===== src/rtl/uart9_pkg.sv =====
package uart9_pkg;

    typedef enum logic [1:0] {TX_IDLE, TX_START, TX_DATA, TX_STOP} tx_state_t;
    typedef enum logic [1:0] {RX_IDLE, RX_START, RX_DATA, RX_STOP} rx_state_t;
    typedef enum logic [1:0] {DQ_IDLE, DQ_REQ, DQ_HOLD} dq_state_t;

    // two-of-three vote over the mid-bit samples
    function automatic logic vote3(input logic [2:0] s);
        return (s[0] & s[1]) | (s[0] & s[2]) | (s[1] & s[2]);
    endfunction

endpackage


===== src/rtl/uart9_baud.sv =====
module uart9_baud #(
    parameter int DIV_W = 13
) (
    input  logic             clk,
    input  logic             rst_n,
    input  logic [DIV_W-1:0] div,
    output logic             tick
);
    localparam logic [DIV_W-1:0] ONE = DIV_W'(1);

    logic [DIV_W-1:0] cnt;
    logic [DIV_W-1:0] lim;
    logic             wrap;

    assign lim  = (div == '0) ? ONE : div;
    assign wrap = (cnt >= lim - ONE);

    always_ff @(posedge clk or negedge rst_n) begin
        if (!rst_n)    cnt <= '0;
        else if (wrap) cnt <= '0;
        else           cnt <= cnt + ONE;
    end

    assign tick = wrap;

endmodule


===== src/rtl/uart9_tx.sv =====
module uart9_tx import uart9_pkg::*; #(
    parameter int DATA_W = 8,
    parameter int OVS    = 16
) (
    input  logic              clk,
    input  logic              rst_n,
    input  logic              tick,
    input  logic              mode9,
    input  logic              buf_valid,
    input  logic [DATA_W-1:0] buf_data,
    input  logic              ninth,
    output logic              load,
    output logic              txd
);
    localparam int SH_W = DATA_W + 1;
    localparam int TC_W = $clog2(OVS);
    localparam int BC_W = $clog2(SH_W);
    localparam logic [TC_W-1:0] TC_LAST = TC_W'(OVS - 1);
    localparam logic [TC_W-1:0] TC_ONE  = TC_W'(1);
    localparam logic [BC_W-1:0] BC_ONE  = BC_W'(1);
    localparam logic [BC_W-1:0] LAST9   = BC_W'(SH_W - 1);
    localparam logic [BC_W-1:0] LAST8   = BC_W'(DATA_W - 1);

    tx_state_t       state, nxt;
    logic [TC_W-1:0] tcnt;
    logic [BC_W-1:0] bcnt;
    logic [BC_W-1:0] last_bit;
    logic [SH_W-1:0] sh;
    logic            bit_end;

    assign bit_end = tick && (tcnt == TC_LAST);
    assign load    = (state == TX_IDLE) && buf_valid;

    always_comb begin
        nxt = state;
        unique case (state)
            TX_IDLE:  if (buf_valid) nxt = TX_START;
            TX_START: if (bit_end) nxt = TX_DATA;
            TX_DATA:  if (bit_end && (bcnt == last_bit)) nxt = TX_STOP;
            TX_STOP:  if (bit_end) nxt = TX_IDLE;
            default:  nxt = TX_IDLE;
        endcase
    end

    always_ff @(posedge clk or negedge rst_n) begin
        if (!rst_n) state <= TX_IDLE;
        else        state <= nxt;
    end

    always_ff @(posedge clk or negedge rst_n) begin
        if (!rst_n) begin
            tcnt     <= '0;
            bcnt     <= '0;
            last_bit <= LAST8;
            sh       <= '0;
        end else if (load) begin
            // ninth latch and buffer are captured together
            sh       <= {ninth, buf_data};
            last_bit <= mode9 ? LAST9 : LAST8;
            tcnt     <= '0;
            bcnt     <= '0;
        end else if ((state != TX_IDLE) && tick) begin
            tcnt <= bit_end ? '0 : tcnt + TC_ONE;
            if (bit_end && (state == TX_DATA)) begin
                sh   <= sh >> 1;
                bcnt <= bcnt + BC_ONE;
            end
        end
    end

    always_comb begin
        unique case (state)
            TX_START: txd = 1'b0;
            TX_DATA:  txd = sh[0];
            default:  txd = 1'b1;
        endcase
    end

    // the stop bit is always high
    assert_stop_high_R2: assert property (@(posedge clk) disable iff (!rst_n)
        (state == TX_STOP) |-> txd);

    // the shifted character is frozen between shifts
    assert_shift_frozen_R4: assert property (@(posedge clk) disable iff (!rst_n)
        ((state == TX_DATA) && !bit_end) |=> $stable(sh));

endmodule


===== src/rtl/uart9_rx.sv =====
module uart9_rx import uart9_pkg::*; #(
    parameter int DATA_W = 8,
    parameter int OVS    = 16
) (
    input  logic              clk,
    input  logic              rst_n,
    input  logic              tick,
    input  logic              mode9,
    input  logic              rxd_s,
    output logic              done,
    output logic [DATA_W-1:0] data,
    output logic              ninth,
    output logic              stop_ok
);
    localparam int SH_W = DATA_W + 1;
    localparam int TC_W = $clog2(OVS);
    localparam int BC_W = $clog2(SH_W);
    localparam int MID  = OVS / 2;
    localparam logic [TC_W-1:0] TC_LAST = TC_W'(OVS - 1);
    localparam logic [TC_W-1:0] TC_ONE  = TC_W'(1);
    localparam logic [TC_W-1:0] SMP_A   = TC_W'(MID - 1);
    localparam logic [TC_W-1:0] SMP_B   = TC_W'(MID);
    localparam logic [TC_W-1:0] SMP_C   = TC_W'(MID + 1);
    localparam logic [BC_W-1:0] BC_ONE  = BC_W'(1);
    localparam logic [BC_W-1:0] LAST9   = BC_W'(SH_W - 1);
    localparam logic [BC_W-1:0] LAST8   = BC_W'(DATA_W - 1);

    rx_state_t         state, nxt;
    logic [TC_W-1:0]   scnt;
    logic [BC_W-1:0]   bcnt;
    logic [BC_W-1:0]   last_bit;
    logic [2:0]        samp;
    logic [SH_W-1:0]   sh;
    logic              mode_q;
    logic              bit_end;
    logic              bitv;
    logic              done_q, stop_q, ninth_q;
    logic [DATA_W-1:0] data_q;

    assign bit_end = tick && (scnt == TC_LAST);
    assign bitv    = vote3(samp);

    always_comb begin
        nxt = state;
        unique case (state)
            RX_IDLE:  if (tick && !rxd_s) nxt = RX_START;
            RX_START: if (bit_end) nxt = bitv ? RX_IDLE : RX_DATA;
            RX_DATA:  if (bit_end && (bcnt == last_bit)) nxt = RX_STOP;
            RX_STOP:  if (bit_end) nxt = RX_IDLE;
            default:  nxt = RX_IDLE;
        endcase
    end

    always_ff @(posedge clk or negedge rst_n) begin
        if (!rst_n) state <= RX_IDLE;
        else        state <= nxt;
    end

    always_ff @(posedge clk or negedge rst_n) begin
        if (!rst_n) begin
            scnt     <= '0;
            bcnt     <= '0;
            last_bit <= LAST8;
            samp     <= 3'b111;
            sh       <= '0;
            mode_q   <= 1'b0;
            done_q   <= 1'b0;
            stop_q   <= 1'b1;
            ninth_q  <= 1'b0;
            data_q   <= '0;
        end else begin
            done_q <= 1'b0;
            if (state == RX_IDLE) begin
                if (tick && !rxd_s) begin
                    scnt     <= TC_ONE;
                    bcnt     <= '0;
                    mode_q   <= mode9;
                    last_bit <= mode9 ? LAST9 : LAST8;
                end
            end else if (tick) begin
                scnt <= bit_end ? '0 : scnt + TC_ONE;
                if (scnt == SMP_A) samp[0] <= rxd_s;
                if (scnt == SMP_B) samp[1] <= rxd_s;
                if (scnt == SMP_C) samp[2] <= rxd_s;
                if (bit_end && (state == RX_DATA)) begin
                    sh   <= {bitv, sh[SH_W-1:1]};
                    bcnt <= bcnt + BC_ONE;
                end
                if (bit_end && (state == RX_STOP)) begin
                    done_q  <= 1'b1;
                    stop_q  <= bitv;
                    data_q  <= mode_q ? sh[DATA_W-1:0] : sh[SH_W-1:1];
                    ninth_q <= mode_q & sh[SH_W-1];
                end
            end
        end
    end

    assign done    = done_q;
    assign data    = data_q;
    assign ninth   = ninth_q;
    assign stop_ok = stop_q;

    // eight-bit characters never report a ninth bit
    assert_ninth_zero_R6: assert property (@(posedge clk) disable iff (!rst_n)
        (done && !mode_q) |-> !ninth);

    // a start bit read high at mid-bit returns to idle with no delivery
    assert_false_start_R7: assert property (@(posedge clk) disable iff (!rst_n)
        ((state == RX_START) && bit_end && bitv) |=> ((state == RX_IDLE) && !done));

endmodule


===== src/rtl/uart9_edge.sv =====
module uart9_edge (
    input  logic clk,
    input  logic rst_n,
    input  logic rxd,
    input  logic clr,
    input  logic en,
    output logic rxd_s,
    output logic flag,
    output logic wake
);
    logic s1, s2, prev, flag_q, fall;

    always_ff @(posedge clk or negedge rst_n) begin
        if (!rst_n) begin
            s1   <= 1'b1;
            s2   <= 1'b1;
            prev <= 1'b1;
        end else begin
            s1   <= rxd;
            s2   <= s1;
            prev <= s2;
        end
    end

    assign fall = prev & ~s2;

    always_ff @(posedge clk or negedge rst_n) begin
        if (!rst_n)    flag_q <= 1'b0;
        else if (fall) flag_q <= 1'b1;
        else if (clr)  flag_q <= 1'b0;
    end

    assign rxd_s = s2;
    assign flag  = flag_q;
    assign wake  = flag_q & en;

    // a set flag stays set until cleared
    assert_flag_sticky_R10: assert property (@(posedge clk) disable iff (!rst_n)
        (flag && !clr) |=> flag);

    // wake is silent while the mask is off
    assert_wake_masked_R10: assert property (@(posedge clk) disable iff (!rst_n)
        !en |-> !wake);

endmodule


===== src/rtl/uart9_dq.sv =====
module uart9_dq import uart9_pkg::*; (
    input  logic clk,
    input  logic rst_n,
    input  logic cond,
    input  logic done,
    output logic req
);
    dq_state_t state, nxt;

    always_comb begin
        nxt = state;
        unique case (state)
            DQ_IDLE: if (cond) nxt = DQ_REQ;
            DQ_REQ:  if (done) nxt = DQ_HOLD;
                     else if (!cond) nxt = DQ_IDLE;
            DQ_HOLD: nxt = DQ_IDLE;
            default: nxt = DQ_IDLE;
        endcase
    end

    always_ff @(posedge clk or negedge rst_n) begin
        if (!rst_n) state <= DQ_IDLE;
        else        state <= nxt;
    end

    always_comb req = (state == DQ_REQ);

    // done withdraws the request
    assert_req_drop_R11: assert property (@(posedge clk) disable iff (!rst_n)
        (req && done) |=> !req);

    // no request outlives its condition
    assert_req_follow_R11: assert property (@(posedge clk) disable iff (!rst_n)
        !cond |=> !req);

endmodule


===== src/rtl/uart9_core.sv =====
module uart9_core import uart9_pkg::*; #(
    parameter int DATA_W = 8,
    parameter int DIV_W  = 13,
    parameter int OVS    = 16
) (
    input  logic              clk,
    input  logic              rst_n,
    input  logic [DIV_W-1:0]  baud_div,
    input  logic              mode9,
    input  logic              tx_ninth_wr,
    input  logic              tx_ninth_in,
    input  logic              tx_wr,
    input  logic [DATA_W-1:0] tx_data,
    input  logic              rx_rd,
    output logic [DATA_W-1:0] rx_data,
    output logic              rx_ninth,
    output logic              tx_empty,
    output logic              rx_full,
    output logic              frame_err,
    output logic              overrun,
    input  logic              edge_clr,
    input  logic              edge_en,
    output logic              edge_flag,
    output logic              wake,
    output logic              tx_dma_req,
    input  logic              tx_dma_done,
    output logic              rx_dma_req,
    input  logic              rx_dma_done,
    output logic              txd,
    input  logic              rxd
);
    localparam int NUM_DQ = 2;

    logic              tick, load;
    logic [DATA_W-1:0] tx_buf;
    logic              ninth_latch;
    logic              empty_q;
    logic              rxd_s;
    logic              rx_done, rx_b9, rx_stop_ok;
    logic [DATA_W-1:0] rx_byte;
    logic [DATA_W-1:0] rx_buf;
    logic              rx_b9_q, full_q, ferr_q, ovr_q;
    logic [NUM_DQ-1:0] dq_cond, dq_done, dq_req;

    uart9_baud #(.DIV_W(DIV_W)) u_baud (
        .clk(clk), .rst_n(rst_n), .div(baud_div), .tick(tick)
    );

    uart9_edge u_edge (
        .clk(clk), .rst_n(rst_n), .rxd(rxd), .clr(edge_clr), .en(edge_en),
        .rxd_s(rxd_s), .flag(edge_flag), .wake(wake)
    );

    uart9_tx #(.DATA_W(DATA_W), .OVS(OVS)) u_tx (
        .clk(clk), .rst_n(rst_n), .tick(tick), .mode9(mode9),
        .buf_valid(!empty_q), .buf_data(tx_buf), .ninth(ninth_latch),
        .load(load), .txd(txd)
    );

    uart9_rx #(.DATA_W(DATA_W), .OVS(OVS)) u_rx (
        .clk(clk), .rst_n(rst_n), .tick(tick), .mode9(mode9), .rxd_s(rxd_s),
        .done(rx_done), .data(rx_byte), .ninth(rx_b9), .stop_ok(rx_stop_ok)
    );

    // transmit buffer, empty flag and sticky ninth-bit latch
    always_ff @(posedge clk or negedge rst_n) begin
        if (!rst_n) begin
            tx_buf      <= '0;
            empty_q     <= 1'b1;
            ninth_latch <= 1'b0;
        end else begin
            if (tx_ninth_wr) ninth_latch <= tx_ninth_in;
            if (tx_wr) begin
                tx_buf  <= tx_data;
                empty_q <= 1'b0;
            end else if (load) begin
                empty_q <= 1'b1;
            end
        end
    end

    // receive holding register and status
    always_ff @(posedge clk or negedge rst_n) begin
        if (!rst_n) begin
            rx_buf  <= '0;
            rx_b9_q <= 1'b0;
            full_q  <= 1'b0;
            ferr_q  <= 1'b0;
            ovr_q   <= 1'b0;
        end else begin
            if (rx_rd) begin
                full_q <= 1'b0;
                ferr_q <= 1'b0;
                ovr_q  <= 1'b0;
            end
            if (rx_done) begin
                if (full_q && !rx_rd) begin
                    ovr_q <= 1'b1;
                end else begin
                    rx_buf  <= rx_byte;
                    rx_b9_q <= rx_b9;
                    full_q  <= 1'b1;
                    ferr_q  <= !rx_stop_ok;
                end
            end
        end
    end

    assign dq_cond = {full_q, empty_q};
    assign dq_done = {rx_dma_done, tx_dma_done};

    for (genvar g = 0; g < NUM_DQ; g++) begin : g_dq
        uart9_dq u_dq (
            .clk(clk), .rst_n(rst_n), .cond(dq_cond[g]),
            .done(dq_done[g]), .req(dq_req[g])
        );
    end

    assign tx_dma_req = dq_req[0];
    assign rx_dma_req = dq_req[1];
    assign tx_empty   = empty_q;
    assign rx_full    = full_q;
    assign frame_err  = ferr_q;
    assign overrun    = ovr_q;
    assign rx_data    = rx_buf;
    assign rx_ninth   = rx_b9_q;

    // a data write always leaves the buffer marked occupied
    assert_empty_clear_R5: assert property (@(posedge clk) disable iff (!rst_n)
        tx_wr |=> !tx_empty);

    // the empty flag returns only through a shifter load
    assert_empty_source_R5: assert property (@(posedge clk) disable iff (!rst_n)
        $rose(tx_empty) |-> $past(load));

    // rx_full rises only on a delivered character
    assert_full_source_R6: assert property (@(posedge clk) disable iff (!rst_n)
        $rose(rx_full) |-> $past(rx_done));

    // an overrun leaves the held character untouched
    assert_overrun_keep_R9: assert property (@(posedge clk) disable iff (!rst_n)
        $rose(overrun) |-> $stable(rx_data));

endmodule


===== config.mk =====
export PLATFORM = sky130hd
export DESIGN_NAME = uart9_core
export DESIGN_NICKNAME = d
export VERILOG_FILES = /design/src/rtl/uart9_pkg.sv /design/src/rtl/uart9_baud.sv /design/src/rtl/uart9_tx.sv /design/src/rtl/uart9_rx.sv /design/src/rtl/uart9_edge.sv /design/src/rtl/uart9_dq.sv /design/src/rtl/uart9_core.sv
export SDC_FILE = /design/constraint.sdc
export NUM_CORES = 1
export LEC_CHECK = 0
export ABC_AREA = 1
export ABC_CLOCK_PERIOD_IN_PS = 3000
export BUFFER_PORTS_ARGS = -buffer_cell sky130_fd_sc_hd__buf_2
export CAP_MARGIN = 20
export CORE_MARGIN = 2
export CORE_UTILIZATION = 24
export CTS_CLUSTER_DIAMETER = 50
export DETAILED_ROUTE_END_ITERATION = 7
export HOLD_SLACK_MARGIN = 0.05
export PLACE_DENSITY_LB_ADDON = 0.25
export SETUP_SLACK_MARGIN = 0.1
export SYNTH_ARGS = -nofsm -noshare
export SYNTH_HDL_FRONTEND = slang
export SYNTH_SLANG_ARGS = --single-unit

===== constraint.sdc =====
create_clock -name clk -period 3 [get_ports clk]
set_clock_uncertainty 0.15 [all_clocks]
set_input_delay 0.3 -clock clk [delete_from_list [all_inputs] [get_ports clk]]
set_output_delay 0.3 -clock clk [all_outputs]
set_load 0.05 [all_outputs]

==> impl_metrics.env <==
export IMPL_viasPerCell=4.11
export IMPL_critPathArrivalTime_ps=2900
export IMPL_setup_violations=0
export IMPL_r2r_start="u_baud.cnt[6]$_DFF_PN0_"
export IMPL_synth_async_reset_ratio_pct=100
export IMPL_power_switching_w=0.00158
export IMPL_cts_tree="built"
export IMPL_ys_warn_count=0
export IMPL_ir_worst_vdd_mv=0.395
export IMPL_diodes=0
export IMPL_numCtsBuffers=9
export IMPL_worst_path_buf_inv=4
export IMPL_initial_core_util_pct=24.4
export IMPL_area_delta_synth_final_pct=30.2
export IMPL_synth_top_area_share_pct=43.3
export IMPL_hold_viol=0
export IMPL_clkSlewWorstSetupHoldPaths_ps=80
export IMPL_nNetsFinal=778
export IMPL_io_pins=51
export IMPL_dr_total_vias=4103
export IMPL_wire_per_inst_um=11.0
export IMPL_cts_sinks=99
export IMPL_yosysSeqAreaShare_pct=48.5
export IMPL_synth_largest_area_cell="dfrtp_1"
export IMPL_grt_total_usage_pct=10.3
export IMPL_startpoint_type="primary input"
export IMPL_crit_family="simple AND/OR/NAND/NOR gates"
export IMPL_synthXorXnorAreaFrac_pct=3.24
export IMPL_die_area_mm2=0.0226
export IMPL_max_freq_mhz=357
export IMPL_grt_ovfl_total=0
export IMPL_grt_pass1_wl_um=18800
export IMPL_place_hpwl_um=7540
export IMPL_p_sw_share_pct=36.5
export IMPL_utilization_pct=31.8
export IMPL_seq_power_share_pct=41.7
export IMPL_synth_compound_area_share_pct=9.64
export IMPL_dieWidth_um=150
export IMPL_netlist_area_mm2=0.00514
export IMPL_antenna_found_initial=0
export IMPL_synth_common_cells="nand2_1 (160), dfrtp_1 (89), inv_1 (81), o21ai_0 (67), nor2_1 (47)"
export IMPL_place_gp_congestion=0.756
export IMPL_synth_most_common_cell="nand2_1"
export IMPL_synth_simple_gate_area_share_pct=24.3
export IMPL_drt_iter0_drc=170
export IMPL_die_height_um=150
export IMPL_final_antenna_net_count=0
export IMPL_slew_viol_final=0
export IMPL_insertion_delay_ps=360
export IMPL_cts_root_buf="clkbuf_16"
export IMPL_syn_nets=676
export IMPL_tightest_slew_ps=586
export IMPL_period_share_pct=93.5
export IMPL_synth_edf_count=0
export IMPL_h_tree_depth=3
export IMPL_internal_power_w=0.00276
export IMPL_coreArea_mm2=0.0210
export IMPL_critical_path_class="primary input to register"
export IMPL_synth_flop_cell="dfrtp_1"
export IMPL_cp_slowest_stage_delay_ps=260
export IMPL_p_leak_nw=3.28
export IMPL_clockBufferDepth=2
export IMPL_crit_chain="buf_6, or2_4, nor2_4, nand3b_1, nand2_2, inv_2, ha_4, nand2_4, nor2_4, nand3_2, xor2_1, ha_1, nand2_1, nand2_1, nand3_2, nand2_2, nor2_4, nand3_4, buf_6, nand4_4, nand2_4, buf_6, nand2_2, nand2_1"
export IMPL_rrSetupSlack_ps=830
export IMPL_firstDrtPassIters=4
export IMPL_grt_max_degree=60
export IMPL_synthCells=617
export IMPL_clkPwrFrac_pct=27.5
export IMPL_rows=53
export IMPL_cp_required_ps=3090
export IMPL_power_density_mw_per_mm2=650
export IMPL_synthMuxAreaShare_pct=0.219
export IMPL_fin_ws_ps=195
export IMPL_dp_slack_ps=-280
export IMPL_grt_pass1_vias=3965
export IMPL_rsz0062_at_grt="true"
export IMPL_critPathCaptureType="register"
export IMPL_outcome="finished, final reports clean"
export IMPL_crit_fanout=8
export IMPL_synth_top_family_by_area="simple AND/OR/NAND/NOR gates"
export IMPL_fill_cells=2200
export IMPL_synth_area_leaders="dfrtp_1 (43%), nand2_1 (12%), o21ai_0 (6.5%)"
export IMPL_slew_headroom_pct=60.9
export IMPL_drive_gt1_share_pct=23.3
export IMPL_critPathLaunch="baud_div[4]"
export IMPL_synth_area_per_cell_um2=8.33
export IMPL_cpMaxStageDelayCell="ha_1"
export IMPL_combPwrFrac_pct=30.8
export IMPL_period_needed_ps=2800
export IMPL_port_buffer_count=50
export IMPL_max_cap_viol_count=0
export IMPL_ys_types=40
export IMPL_holdCritStartpoint="tx_wr"
export IMPL_synth_fa_ha_area_share_pct=6.53
export IMPL_wl_um=10900
export IMPL_hp_class="primary input to register"
export IMPL_yosys_register_bits=99
export IMPL_drc=0
path summary, 6_finish.rpt:
kind	endpoint	cells after the start
min in group asynchronous	rx_data[6]$_DFFE_PN0P_	2
min	tx_empty$_DFFE_PN1P_	2
max	u_tx.sh[6]$_DFFE_PN0P_	24
min reg2reg	u_edge.rxd_s$_DFF_PN1_	0
max reg2reg	u_tx.sh[6]$_DFFE_PN0P_	13
max in group asynchronous	u_edge.s1$_DFF_PN1_	3
sequential cells by signal (all words and copies together), names as in the netlist, 2 cells and up, named ones only:
register and count:
g_dq.u_dq.state 4, rx_data 8, tx_buf 8, u_baud.cnt 13, u_rx.bcnt 4, u_rx.data 8
u_rx.last_bit 2, u_rx.samp 3, u_rx.scnt 4, u_rx.sh 9, u_tx.bcnt 4, u_tx.last_bit 2
u_tx.sh 9, u_tx.state 2, u_tx.tcnt 4
cells by family after synthesis:
logic type,after synthesis
muxes,1
AOI/OAI and AO/OA,93
xor gates and xnor gates,19
adders and majority gates,27
and+or+nand+nor,281
DFF,99
buffers and inverters,97
what timing repair did:
item | CTS | global route
buffers inserted | 0 | 5
setup endpoints to repair | 2 | 62
cloned | 0 | 2
pin swaps | 0 | 34
hold buffers | 17 | 0
gates resized for setup | 1 | 49
hold endpoints to repair | 54 | 0
worst register-to-register path, cell delays in order (launching register included):
cell,delay (ps)
dfrtp_1,460
ha_1,330
nand2_1,60
nor2_1,110
nand2_2,90
nor2_4,100
nor2_4,40
nand3_4,130
buf_6,130
nand4_4,120
nand2_4,120
buf_6,130
nand2_2,50
nand2_1,70
final cells by class:
cell class              instances  area, um2  area share (%)
flip-flops and latches         99       2490            37.2
inverters                      83        312            4.66
clock inverters                 7       76.3            1.14
well taps                     275        344            5.14
multi-input cells             422       2460            36.8
repair buffers                104        778            11.6
clock buffers                   9        225            3.37
cell usage in the layout (no fill, tap or decap), types with 4 or more instances in the layout:
cell	count
dfstp_2	10
o31ai_1	4
dfrtp_1	89
buf_6	8
o21ai_0	65
inv_1	80
a21oi_1	12
buf_2	45
nand2_1	143
nor2_2	4
nand3_1	33
nand3_2	6
ha_1	24
buf_4	31
nor2_4	7
xnor2_1	6
nor2_1	41
nand2_2	16
clkbuf_16	10
xor2_1	11
nand4_1	6
nor3b_1	5
nor3_1	6
dlygate4sd3_1	17
through the flow:
stage / std cells / power (W) / area (um2) / setup TNS (ps) / hold slack [ps]
2_1_floorplan: 617 / 0.00273 / 5180 / 0 / -146
3_3_place_gp: 959 / 0.00308 / 5950 / -7930 / 196
3_5_place_dp: 959 / 0.00309 / 5950 / -9810 / 193
4_1_cts: 992 / 0.00434 / 6420 / 0 / 89.8
5_1_grt: 999 / 0.00472 / 6690 / -80.5 / 134
6_report: 999 / 0.00435 / 6690 / 0 / 99.1
layer usage:
layer  track usage, %  wire (um)  vias to the layer above
met5                0          0                        -
met4             3.11        115                        0
met3             2.82        325                        7
met2             15.9       4930                       48
met1             14.1       5570                     1872
li1                 -          -                     2176
power groups by stage:
stage               Sequential (W)  Combinational [W]  Clock (W)
floorplan                  0.00183           0.000898          0
global placement           0.00184            0.00125          0
detailed placement         0.00184            0.00125          0
CTS                        0.00181            0.00127    0.00125
global route               0.00185            0.00156    0.00130
finish                     0.00181            0.00134    0.00120
Power figures use the tool's default switching activity.
